## src/rtl/sgc_pkg.sv

```systemverilog
package sgc_pkg;
    localparam int WORD_W = 8;
    localparam int PAD_W  = 4;

    typedef struct packed {
        logic             g0;
        logic             g1;
        logic             sel;
        logic             cal;
        logic [PAD_W-1:0] pad;
    } ctrl_word_t;

    typedef enum logic [1:0] {
        GAIN_X1  = 2'b00,
        GAIN_X2  = 2'b01,
        GAIN_X5  = 2'b10,
        GAIN_X10 = 2'b11
    } gain_e;

    function automatic gain_e gain_of(input ctrl_word_t w);
        return gain_e'({w.g1, w.g0});
    endfunction
endpackage

```

## src/rtl/sgc_sync.sv

```systemverilog
module sgc_sync #(
    parameter int STAGES = 2
) (
    input  logic clk,
    input  logic rst,
    input  logic d,
    output logic q
);
    logic [STAGES-1:0] chain;

    always_ff @(posedge clk) begin
        if (rst) chain <= '0;
        else     chain <= {chain[STAGES-2:0], d};
    end

    assign q = chain[STAGES-1];
endmodule

```

## src/rtl/sgc_shift_hold.sv

```systemverilog
module sgc_shift_hold
    import sgc_pkg::*;
(
    input  logic       clk,
    input  logic       rst,
    input  logic       en,
    input  logic       sck_rise,
    input  logic       cs_lvl,
    input  logic       cs_rise,
    input  logic       sdi,
    output ctrl_word_t held,
    output logic       cal_req
);
    ctrl_word_t shreg;
    logic       do_shift, do_latch;

    assign do_shift = en && !cs_lvl && sck_rise;
    assign do_latch = en && cs_rise;

    always_ff @(posedge clk) begin
        if (rst)           shreg <= '0;
        else if (do_shift) shreg <= ctrl_word_t'({sdi, shreg[WORD_W-1:1]});
    end

    always_ff @(posedge clk) begin
        if (rst)           held <= '0;
        else if (do_latch) held <= shreg;
    end

    assign cal_req = do_latch && shreg.cal && !held.cal;

    AST_SHIFT_RIGHT: assert property (@(posedge clk) disable iff (rst)
        do_shift |=> shreg[WORD_W-2:0] == $past(shreg[WORD_W-1:1]))
        else $error("AST_SHIFT_RIGHT");
    AST_SHIFT_IDLE: assert property (@(posedge clk) disable iff (rst)
        !en |=> $stable(shreg))
        else $error("AST_SHIFT_IDLE");
    AST_LATCH_COPY: assert property (@(posedge clk) disable iff (rst)
        do_latch |=> held == $past(shreg))
        else $error("AST_LATCH_COPY");
    AST_HELD_STABLE: assert property (@(posedge clk) disable iff (rst)
        !do_latch |=> $stable(held))
        else $error("AST_HELD_STABLE");
endmodule

```

## src/rtl/sgc_cal_timer.sv

```systemverilog
module sgc_cal_timer #(
    parameter int PWRUP_CYCLES = 62_500_000,
    parameter int USER_CYCLES  = 25_000_000
) (
    input  logic clk,
    input  logic rst,
    input  logic trig_pin,
    input  logic trig_word,
    output logic busy
);
    localparam int MAXC = (PWRUP_CYCLES > USER_CYCLES) ? PWRUP_CYCLES : USER_CYCLES;
    localparam int CW   = $clog2(MAXC + 1);

    logic [CW-1:0] cnt;
    logic          trig;

    assign trig = trig_pin || trig_word;
    assign busy = (cnt != '0);

    always_ff @(posedge clk) begin
        if (rst)       cnt <= CW'(PWRUP_CYCLES);
        else if (busy) cnt <= cnt - CW'(1);
        else if (trig) cnt <= CW'(USER_CYCLES);
    end

    AST_COUNT_DOWN: assert property (@(posedge clk) disable iff (rst)
        busy |=> cnt == $past(cnt) - CW'(1))
        else $error("AST_COUNT_DOWN");
    AST_START_LEN: assert property (@(posedge clk) disable iff (rst)
        !busy && trig |=> cnt == CW'(USER_CYCLES))
        else $error("AST_START_LEN");
    AST_IDLE_HOLD: assert property (@(posedge clk) disable iff (rst)
        !busy && !trig |=> !busy)
        else $error("AST_IDLE_HOLD");
endmodule

```

## src/rtl/sgc_ctrl_reg.sv

```systemverilog
module sgc_ctrl_reg
    import sgc_pkg::*;
#(
    parameter int SYNC_STAGES  = 2,
    parameter int PWRUP_CYCLES = 62_500_000,
    parameter int USER_CYCLES  = 25_000_000
) (
    input  logic       clk,
    input  logic       rst,
    input  logic       spi_en,
    input  logic       sck,
    input  logic       sdi,
    input  logic       cs,
    input  logic       cal_pin,
    input  logic [1:0] nv_gain,
    input  logic       nv_sel,
    output logic [1:0] gain_code,
    output logic       cfg_sel,
    output logic       cal_busy
);
    localparam int N_IN  = 4;
    localparam int I_SCK = 0;
    localparam int I_SDI = 1;
    localparam int I_CS  = 2;
    localparam int I_CAL = 3;

    logic [N_IN-1:0] raw_in, lvl;
    logic            sck_q, cs_q, cal_q;
    logic            sck_rise, cs_rise, cal_rise;
    ctrl_word_t      held;
    logic            cal_req;

    assign raw_in = {cal_pin, cs, sdi, sck};

    for (genvar g = 0; g < N_IN; g++) begin : g_sync
        sgc_sync #(.STAGES(SYNC_STAGES)) u_sync (
            .clk (clk),
            .rst (rst),
            .d   (raw_in[g]),
            .q   (lvl[g])
        );
    end

    always_ff @(posedge clk) begin
        if (rst) begin
            sck_q <= 1'b0;
            cs_q  <= 1'b0;
            cal_q <= 1'b0;
        end else begin
            sck_q <= lvl[I_SCK];
            cs_q  <= lvl[I_CS];
            cal_q <= lvl[I_CAL];
        end
    end

    assign sck_rise = lvl[I_SCK] && !sck_q;
    assign cs_rise  = lvl[I_CS]  && !cs_q;
    assign cal_rise = lvl[I_CAL] && !cal_q;

    sgc_shift_hold u_shift (
        .clk      (clk),
        .rst      (rst),
        .en       (spi_en),
        .sck_rise (sck_rise),
        .cs_lvl   (lvl[I_CS]),
        .cs_rise  (cs_rise),
        .sdi      (lvl[I_SDI]),
        .held     (held),
        .cal_req  (cal_req)
    );

    sgc_cal_timer #(
        .PWRUP_CYCLES (PWRUP_CYCLES),
        .USER_CYCLES  (USER_CYCLES)
    ) u_cal (
        .clk       (clk),
        .rst       (rst),
        .trig_pin  (cal_rise),
        .trig_word (cal_req),
        .busy      (cal_busy)
    );

    always_comb begin
        if (spi_en) begin
            gain_code = gain_of(held);
            cfg_sel   = held.sel;
        end else begin
            gain_code = nv_gain;
            cfg_sel   = nv_sel;
        end
    end

    AST_BUSY_CAUSE: assert property (@(posedge clk) disable iff (rst)
        $rose(cal_busy) |-> $past(cal_rise || cal_req))
        else $error("AST_BUSY_CAUSE");
    AST_OUT_STABLE: assert property (@(posedge clk) disable iff (rst)
        spi_en && $past(spi_en) && !$past(cs_rise) |-> $stable(gain_code) && $stable(cfg_sel))
        else $error("AST_OUT_STABLE");
endmodule

```

## config.mk

```make
export PLATFORM = sky130hd
export DESIGN_NAME = sgc_ctrl_reg
export DESIGN_NICKNAME = d
export VERILOG_FILES = /design/src/rtl/sgc_pkg.sv /design/src/rtl/sgc_sync.sv /design/src/rtl/sgc_shift_hold.sv /design/src/rtl/sgc_cal_timer.sv /design/src/rtl/sgc_ctrl_reg.sv
export SDC_FILE = /design/constraint.sdc
export NUM_CORES = 1
export LEC_CHECK = 0
export BUFFER_PORTS_ARGS = -buffer_cell sky130_fd_sc_hd__buf_2
export CORE_MARGIN = 4
export CORE_UTILIZATION = 30
export DETAILED_ROUTE_END_ITERATION = 8
export GPL_ROUTABILITY_DRIVEN = 0
export PLACE_DENSITY_LB_ADDON = 0.05
export SLEW_MARGIN = 40
export SYNTH_ARGS = -nofsm -noshare
export SYNTH_HDL_FRONTEND = slang
export SYNTH_HIERARCHICAL = 1
export SYNTH_SLANG_ARGS = --single-unit
```

## constraint.sdc

```tcl
create_clock -name clk -period 5.5 [get_ports clk]
set_input_delay 1.1 -clock clk [delete_from_list [all_inputs] [get_ports clk]]
set_output_delay 1.1 -clock clk [all_outputs]
set_load 0.05 [all_outputs]
```

==> impl_results.md, run 1 <==
* Status: completed
* Worst hold stages at 1
* Clk Latency, worst-skew pair at 0.30 ns
* TNS Setup at 0 ns
* # port buffers at 13
* Initial antenna violation count at 0
* DP HPWL at 3.48 mm
* First-pass GRT wire length at 8.61 mm
* CP max stage cell: or4_1
* All-Layer GR Usage at 0.127
* DRT antenna net count at 0
* Min-Delay Path Class: flop to flop
* CTS resizes at 0
* # rows at 30
* Initial Utilization at 0.314
* Total number of vias at 1,760
* # fillers at between 700 and 800
* Crit path max fanout at 9
* CTS Sinks at 45
* Crit-path leading delay family: simple AND/OR/NAND/NOR gates
* Net Switching at 0.000169 W
* Multi-input gate area at 1160 µm²
* Share of cells above drive strength 1 at 0.154
* Worst-path cell chain: or4_1 > nor4_1 > nand4_1 > buf_2
* Netlist Area Pre-Place at 2180 µm²
* Die height at 93.3 µm
* Crit-path max cell delay at ~0.73 ns
* H-tree depth at 2
* TritonRoute pass-1 iters at 4
* R2r startpoint: u_cal/cnt[5]
* 1st-iter DRT viols at 95
* CTS tree: yes
* Clock slew at reported path FFs at roughly 0.09 ns
* Post-route clock period utilization at 0.629
* IO Pins at 14
* WS Path Type: flop to output port
* Worst clock skew at between 0.007 and 0.008 ns
* Syn_area_per_cell at 9.12 µm²
* Cell count after synthesis at 239
* Hold Fails Final Rpt at 0
* Sequential share of power at 0.490
* CTS max path bufs at 2
* Final wirelength at just over 5 mm
* Inst Count DP at 335
* Maximum VDD drop at between 0.00008 and 0.00009 V
* Hold Buf Count CTS at 0
* Setup Buffers After CTS at 0
* Max-slew headroom at 0.512
* Tmin final at 3.46 ns
* Post-Layout Cell Count at 343
* RSZ-0062 raised after global routing: no
* P_leak at 0.868 nW
* Largest net degree at the start of global routing at 40
* WP buf/inv at 1
* FF+latch area at around 900 µm²
* Vias in the first global route at 1,670
* Pwr dens at a little under 300 nW/µm²
* Area of the core at 6940 µm²
* CP required at about 4.4 ns
* Final Max Slew Viols at 0
* Fmax achieved at 289 MHz
* Pint at 0.000543 W
* Syn_nets at 251
* Hold Crit Start: g_sync[1].u_sync/chain[0]
* Root buf cell: clkbuf_8
* Residual DRC at 0
* Hold EP: g_sync[1].u_sync/chain[1]
* Setup Viol. Count Final at 0
* Worst r2r dst: u_cal/cnt[21]
* Vias per std cell at 5.13
* Die Area at 8700 µm²
* Sw Share at 0.237
* Nets@finish at 258
* Antenna Cells at 0
* Synthesis warning total at 6
* GR Overflow Total at 0
* Combinational share of power at 0.089
* Clock power share at 0.421
* Critical Path AT at 2.36 ns
* Inserted Clock Buffers at 5
* Worst r2r path cells at 5
* Max Cap Viol at 0
* Worst-Margin Slew at slightly above 0.7 ns
* Die Wd at 93.3 µm
* Critical Path End Type: output port
* Setup crit start kind: flop
* R2R Setup Slk at roughly 2.7 ns
* Wire per inst at 15.1 µm
* Area growth, synth to finish at 10.7%
worst max-delay path by stage:
| stage | from | endpoint | cells after the start |
|---|---|---|---|
| floorplan | u_cal/cnt[16] | cal_busy | 4 |
| global placement | u_cal/cnt[5] | cal_busy | 4 |
| detailed placement | u_cal/cnt[16] | cal_busy | 4 |
| CTS | u_cal/cnt[16] | cal_busy | 4 |
| global route | u_cal/cnt[5] | cal_busy | 4 |
| finish | u_cal/cnt[16] | cal_busy | 4 |
power by group through the flow:
stage | Sequential [W] | Combinational [W] | Clock [W]
3_5_place_dp | 0.000356 | 0.0000640 | 0
5_1_grt | 0.000351 | 0.0000718 | 0.000324
6_report | 0.000348 | 0.0000633 | 0.000299
4_1_cts | 0.000348 | 0.0000640 | 0.000310
2_1_floorplan | 0.000352 | 0.0000499 | 0
3_3_place_gp | 0.000356 | 0.0000646 | 0
cell type report:
class                      count  area share
multi-input combinational    174       0.482
sequential                    45       0.373
inverter                       6     0.00933
timing repair buffer          14      0.0301
clock inverter                 3      0.0269
clock buffer                   5      0.0285
tap                           96      0.0497
registers in the layout (all words and copies together), names as in the netlist:
register             count
u_cal/cnt               26
u_shift/held             4
g_sync.u_sync/chain      8
sck_q                    1
cal_q                    1
cs_q                     1
u_shift/shreg            4
per-layer routing:
metal | GRT usage | up-vias | share of wire
li1 | - | 890 | -
met1 | 0.188 | 825 | 0.53
met2 | 0.180 | 40 | 0.42
met3 | 0.0265 | 5 | 0.044
met4 | 0.0476 | 0 | 0.010
met5 | 0 | - | 0
placed cells by master, fill, tap and decap left out, types with 2 or more instances in the layout:
cell type and n:
a21oi_1 15, inv_1 6, dfxtp_1 45, o211ai_1 2, nor2_1 17, or4_4 2
nand2b_1 7, or4_1 4, and4_1 2, or3_1 4, bufinv_16 2, ha_1 2
nor4_1 6, buf_2 13, nand3b_1 2, nand3_1 15, nor2b_1 15, nand2_1 10
or2_2 2, o41ai_1 2, mux2_1 3, a211oi_1 6, and4b_1 2, a21bo_2 4
mux2i_1 8, mux2_2 2, nor3_1 15, nor4b_1 2, clkbuf_8 5, o21ai_0 5
stage by stage:
step                cell area, µm²  utilization  total power (W)  worst slack (ns)  hold WS, ns
floorplan                     2180            -         0.000402              2.47        0.414
global placement              2280        0.328         0.000420              2.47        0.416
detailed placement            2280        0.328         0.000420              2.40        0.420
CTS                           2410        0.348         0.000722              2.06        0.446
global route                  2410        0.348         0.000746              1.88        0.456
finish                        2410        0.348         0.000711              2.04        0.439
(Power assumes the default switching activity.)
==> run 2, diff against run 1 <==
- ABC_AREA: not set -> 1
- clock period: 5.5 -> 2.9 ns (I/O delays scaled with it)
==> impl_results.md, run 2 <==
* Worst clock skew at 0.00656 ns (was 0.00770 ns)
* H-tree depth at 2 (unchanged)
* Fin worst setup slack at 0.489 ns (was 2.04 ns)
* Largest net degree at the start of global routing at 22 (was 40)
* Cell count after synthesis at 350 (was 239)
* WS Path Type: flop to output port (unchanged)
* Post-route clock period utilization at 0.831
* Critical Path AT at 1.83 ns (was 2.36 ns)
* All-Layer GR Usage at 0.140 (was 0.127)
* Tmin final at 2.41 ns
* Synthesis warning total at 6 (unchanged)
* Final wirelength at 5.79 mm (was 5.19 mm)
* Largest reg by FF count: u_cal/cnt (unchanged)
* First-pass GRT wire length at 9.68 mm (was 8.61 mm)
* Die Wd at 96.1 µm (was 93.3 µm)
* Root buf cell: clkbuf_8 (unchanged)
* Biggest regs: u_cal/cnt: 26 flops, g_sync.u_sync/chain: 8 flops (unchanged)
* Crit path max fanout at 14 (was 9)
* Fmax achieved at 415 MHz
* Vias per std cell at 4.41 (was 5.13)
* Setup Buffers After CTS at 0 (unchanged)
* CP max stage cell: dfxtp_1 (was or4_1)
* Syn_nets at 362 (was 251)
* TNS Setup at 0 ns (unchanged)
* Initial Utilization at 0.314 (about the same)
* Worst-Margin Slew at 0.565 ns (was 0.726 ns)
* Setup Viol. Count Final at 0 (unchanged)
* Most frequent cells in the layout: nand2_1, nor2_1, inv_1, dfxtp_1, nand3_1 (was dfxtp_1, nor2_1)
* Inst Count DP at 459 (was 335)
* Residual DRC at 0 (unchanged)
* P_leak at 1.19 nW (was 0.868 nW)
* Post-Layout Cell Count at 467 (was 343)
* Number of flip-flops in the largest register at 26 (unchanged)
* # fillers at 838 (was 748)
* Total number of vias at 2,060 (was 1,760)
* Status: completed (unchanged)
* Min-Delay Path Class: flop to flop (unchanged)
* Netlist Area Pre-Place at 2330 µm² (was 2180 µm²)
* Pwr dens at 502 nW/µm² (was 294 nW/µm²)
* IO Pins at 14 (unchanged)
* Antenna Cells at 0 (unchanged)
* Place WS at 0.824 ns (was 2.40 ns)
* Hold Buf Count CTS at 0 (unchanged)
* Most common cell after layout, fill and taps aside: nand2_1 (was dfxtp_1)
* Maximum VDD drop at 0.000181 V (was 0.0000845 V)
* DP HPWL at 4.44 mm (was 3.48 mm)
* GR Overflow Total at 0 (unchanged)
* DRT antenna net count at 0 (unchanged)
* Clk Latency, worst-skew pair at 0.30 ns (about the same)
* Die Area at 9230 µm² (was 8700 µm²)
* Critical Path End Type: output port (unchanged)
* RSZ-0062 raised after global routing: no (unchanged)
* Inserted Clock Buffers at 5 (unchanged)
* 1st-iter DRT viols at 66 (was 95)
* Worst-path cell chain: inv_1 > ha_1 > inv_1 > nor2_1 > nand3_1 > nor2_2 > nand3_2 > buf_4 > buf_2 (was or4_1 > nor4_1 > nand4_1 > buf_2)
* Max-slew headroom at 0.623 (was 0.512)
* Nets@finish at 379 (was 258)
* Wire per inst at 12.4 µm (was 15.1 µm)
* Initial antenna violation count at 0 (unchanged)
* Clock slew at reported path FFs at 0.09 ns (about the same)
* Most frequent CP cell: inv_1
* CP required at 2.32 ns (was 4.40 ns)
* Share of cells above drive strength 1 at 0.144 (was 0.154)
* Final Max Slew Viols at 0 (unchanged)
* Vias in the first global route at 1,892 (was 1,670)
* CTS Sinks at 45 (unchanged)
* Power Total at 0.00132 W (was 0.000711 W)
* Max Cap Viol at 0 (unchanged)
* CTS resizes at 0 (unchanged)
* Die height at 96.1 µm (was 93.3 µm)
* # port buffers at 13 (unchanged)
* Setup crit start kind: flop (unchanged)
* # rows at 31 (was 30)
* Syn_area_per_cell at 6.65 µm² (was 9.12 µm²)
* Area of the core at 7410 µm² (was 6940 µm²)
* CTS max path bufs at 2 (unchanged)
* Fin area at 2620 µm² (was 2410 µm²)
* Hold Fails Final Rpt at 0 (unchanged)
* Crit-path max cell delay at 0.32 ns (was 0.73 ns)
* Dpl cell area at 2500 µm² (was 2280 µm²)
* CTS tree: yes (unchanged)
* Area growth, synth to finish at 12.7% (was 10.7%)
* TritonRoute pass-1 iters at 4 (unchanged)
## run 2: final cells by class
class                   count  area (µm²)  area share
multi-input cells         251        1210       0.463
clock buffers               6        82.6      0.0315
clock inverters             2        37.5      0.0143
flip-flops and latches     45         901       0.344
repair buffers             15        80.1      0.0305
inverters                  49         184      0.0702
well taps                  99         124      0.0473
## run 2: routing by layer
layer	up-vias	wire length (µm)	share of wire	GRT usage
li1	1119	-	-	-
met1	911	3100	0.53	0.192
met2	21	2420	0.42	0.214
met3	9	176	0.030	0.0289
met4	0	99	0.017	0.0498
met5	-	0	0	0
## run 2: final timing paths
path | from | end | slack, ns | cells after the start
worst min register to register | g_sync[1].u_sync/chain[0] | g_sync[1].u_sync/chain[1] | 0.40 | 2
worst max-delay path | u_cal/cnt[0] | cal_busy | 0.49 | 9
worst max register to register | u_cal/cnt[0] | u_cal/cnt[16] | 1.16 | 11
worst min-delay path | g_sync[1].u_sync/chain[0] | g_sync[1].u_sync/chain[1] | 0.40 | 2
## run 2: per-stage QoR
stage                     utilization  hold slack (ns)
after floorplan                     -            0.388
after global placement          0.338            0.389
after detailed placement        0.338            0.395
after CTS                       0.354            0.408
after global routing            0.354            0.421
final                           0.354            0.404
## run 2: power by group
part	switching [W]	internal, W	total, W
Clock	0.000225	0.000280	0.000506
Sequential	0.0000202	0.000642	0.000663
Combinational	0.000101	0.0000464	0.000147
Total	0.000346	0.000969	0.00132
## run 2: critical path, delay by kind of cell (launching register included)
family	cells	cell delay [ns]
DFF	1	0.32
adders and majority gates	1	0.15
and+or+nand+nor	4	0.47
buffers and inverters	4	0.57
==> run 3, diff against run 2 <==
- ABC_AREA: 1 -> 0
- clock period: 2.9 -> 2.21 ns (I/O delays scaled with it)
==> impl_results.md, run 3 (synthesis gave the netlist of run 1 again) <==
* TritonRoute pass-1 iters at 4 (unchanged)
* 1st-iter DRT viols at 81 (was 66)
* Nets@finish at 313 (was 379)
* Die height at 93.3 µm (was 96.1 µm)
* Residual DRC at 0 (unchanged)
* Initial Utilization at 0.314 (about the same)
* # rows at 30 (was 31)
* Vias in the first global route at 1,774 (was 1,892)
* Inserted Clock Buffers at 5 (unchanged)
* Worst clock skew at 0.00770 ns (was 0.00656 ns)
* TNS Setup at -3.84 ns (was 0 ns)
* CP max stage cell: or4_4 (was dfxtp_1)
* Area growth, synth to finish at 33.2% (was 12.7%)
* Critical Path AT at 2.74 ns (was 1.83 ns)
* Max-slew headroom at 0.722 (was 0.623)
* Max Cap Viol at 0 (unchanged)
* Clock slew at reported path FFs at 0.09 ns (about the same)
* P_leak at 1.13 nW (was 1.19 nW)
* Crit path max fanout at 7 (was 14)
* Hold_ws at 0.347 ns (was 0.404 ns)
* H-tree depth at 2 (unchanged)
* # port buffers at 13 (unchanged)
* # fillers at 713 (was 838)
* Total number of vias at 1,937 (was 2,060)
* Sequential share of power at 0.531 (was 0.504)
* CP required at 2.43 ns (was 2.32 ns)
* Final Max Slew Viols at 0 (unchanged)
* DRT antenna net count at 0 (unchanged)
* Most frequent cells in the layout: buf_4, dfxtp_1, nor2b_1, nor2_1, nand3_1 (was nand2_1, nor2_1, inv_1, dfxtp_1, nand3_1)
* Die Wd at 93.3 µm (was 96.1 µm)
* Crit-path leading delay family: simple AND/OR/NAND/NOR gates (was buffers and inverters)
* Setup crit start kind: flop (unchanged)
* Tmin final at ~2.5 ns
* Vias per std cell at 4.87 (was 4.41)
* Most common cell after layout, fill and taps aside: buf_4 (was nand2_1)
* CTS Sinks at 45 (unchanged)
* Maximum VDD drop at 0.000232 V (was 0.000181 V)
* Largest reg by FF count: u_cal/cnt (unchanged)
* GR Overflow Total at 0 (unchanged)
* Share of cells above drive strength 1 at 0.361 (was 0.144)
* WP buf/inv at 2 (was 4)
* RSZ-0062 raised after global routing: yes (was no)
* Wire per inst at 14.1 µm (was 12.4 µm)
* Number of flip-flops in the largest register at 26 (unchanged)
* Fin worst setup slack at -0.305 ns (was 0.489 ns)
* Final wirelength at 5.62 mm (was 5.79 mm)
* Net Switching at 0.000434 W (was 0.000346 W)
* Critical Path End Type: flop (was output port)
* Root buf cell: clkbuf_8 (unchanged)
* CTS tree: yes (unchanged)
* Crit-path max cell delay at 0.56 ns (was 0.32 ns)
* Combinational share of power at 0.148 (was 0.112)
* Place WS at -0.133 ns (was 0.824 ns)
* DP HPWL at 4.12 mm (was 4.44 mm)
* WS Path Type: flop to flop (was flop to output port)
* Worst-Margin Slew at 0.416 ns (was 0.565 ns)
* Sw Share at 0.270 (was 0.263)
* Area of the core at 6940 µm² (was 7410 µm²)
* Pint at 0.00117 W (was 0.000969 W)
* Post-route clock period utilization at 1.14
* Die Area at 8700 µm² (was 9230 µm²)
* Worst-path cell chain: or4_4 > buf_4 > or4b_4 > nor4_4 > buf_6 > mux2_4 > o32ai_2 (was inv_1 > ha_1 > inv_1 > nor2_1 > nand3_1 > nor2_2 > nand3_2 > buf_4 > buf_2)
* Hold Fails Final Rpt at 0 (unchanged)
* Setup Viol. Count Final at 20 (was 0)
* First-pass GRT wire length at 9.36 mm (was 9.68 mm)
* All-Layer GR Usage at 0.138 (was 0.140)
* Fmax achieved at around 400 MHz
* Final Util at 0.418 (was 0.354)
* Clock power share at 0.321 (was 0.384)
* Clk Latency, worst-skew pair at 0.30 ns (about the same)
* IO Pins at 14 (unchanged)
* Antenna Cells at 0 (unchanged)
* Min-Delay Path Class: input port to flop (was flop to flop)
* CTS max path bufs at 2 (unchanged)
* Biggest regs: u_cal/cnt: 26 flops, g_sync.u_sync/chain: 8 flops (unchanged)
* Status: complete, but fails checks (was completed)
* Largest net degree at the start of global routing at 25 (was 22)
* Hold Buf Count CTS at 0 (unchanged)
* Initial antenna violation count at 0 (unchanged)
* Pwr dens at 554 nW/µm² (was 502 nW/µm²)
* Failing checks: setup timing
==> run 3: what timing repair did <==
| item | 4_1_cts | 5_1_grt |
|---|---|---|
| buffers inserted | 5 | 5 |
| endpoints found under the setup margin | 21 | 26 |
| gates cloned | 1 | 0 |
| pin swaps | 20 | 10 |
| gates resized for setup | 22 | 7 |
==> run 3: metrics by stage <==
step	area [µm²]	std cells	power, W
after floorplan	2210	239	0.00101
after global placement	2660	381	0.00110
after detailed placement	2660	381	0.00110
after CTS	2870	395	0.00164
after global routing	2910	398	0.00171
final	2910	398	0.00161
==> run 3: final timing paths <==
path | startpoint | to | slack, ns | cells past startpoint
max | u_cal/cnt[12] | u_cal/cnt[3] | -0.31 | 7
min | cs | g_sync[2].u_sync/chain[0] | 0.35 | 2
max reg2reg | u_cal/cnt[12] | u_cal/cnt[3] | -0.31 | 7
min reg2reg | g_sync[1].u_sync/chain[0] | g_sync[1].u_sync/chain[1] | 0.44 | 1
==> run 3: power by group through the flow <==
stage	Clock, W	Sequential (W)	Combinational (W)
final	0.000517	0.000853	0.000238
after detailed placement	0	0.000871	0.000231
after global placement	0	0.000871	0.000232
after global routing	0.000587	0.000858	0.000262
after floorplan	0	0.000877	0.000130
after CTS	0.000547	0.000853	0.000239
==> run 3: layout make-up <==
class / count / area (µm²) / area share
Multi-Input combinational cell: 174 / 1250 / 0.430
Clock buffer: 6 / 72.6 / 0.0250
Clock inverter: 2 / 15.0 / 0.00517
Inverter: 6 / 22.5 / 0.00775
Timing Repair Buffer: 69 / 522 / 0.180
Tap cell: 96 / 120 / 0.0413
Sequential cell: 45 / 905 / 0.311
==> run 3: layer usage <==
metal	global-route usage	wire length (µm)	share of wire
met2	0.203	2390	0.43
met5	0	0	0
met3	0.0274	168	0.030
met4	0.0549	89	0.016
met1	0.196	2970	0.53
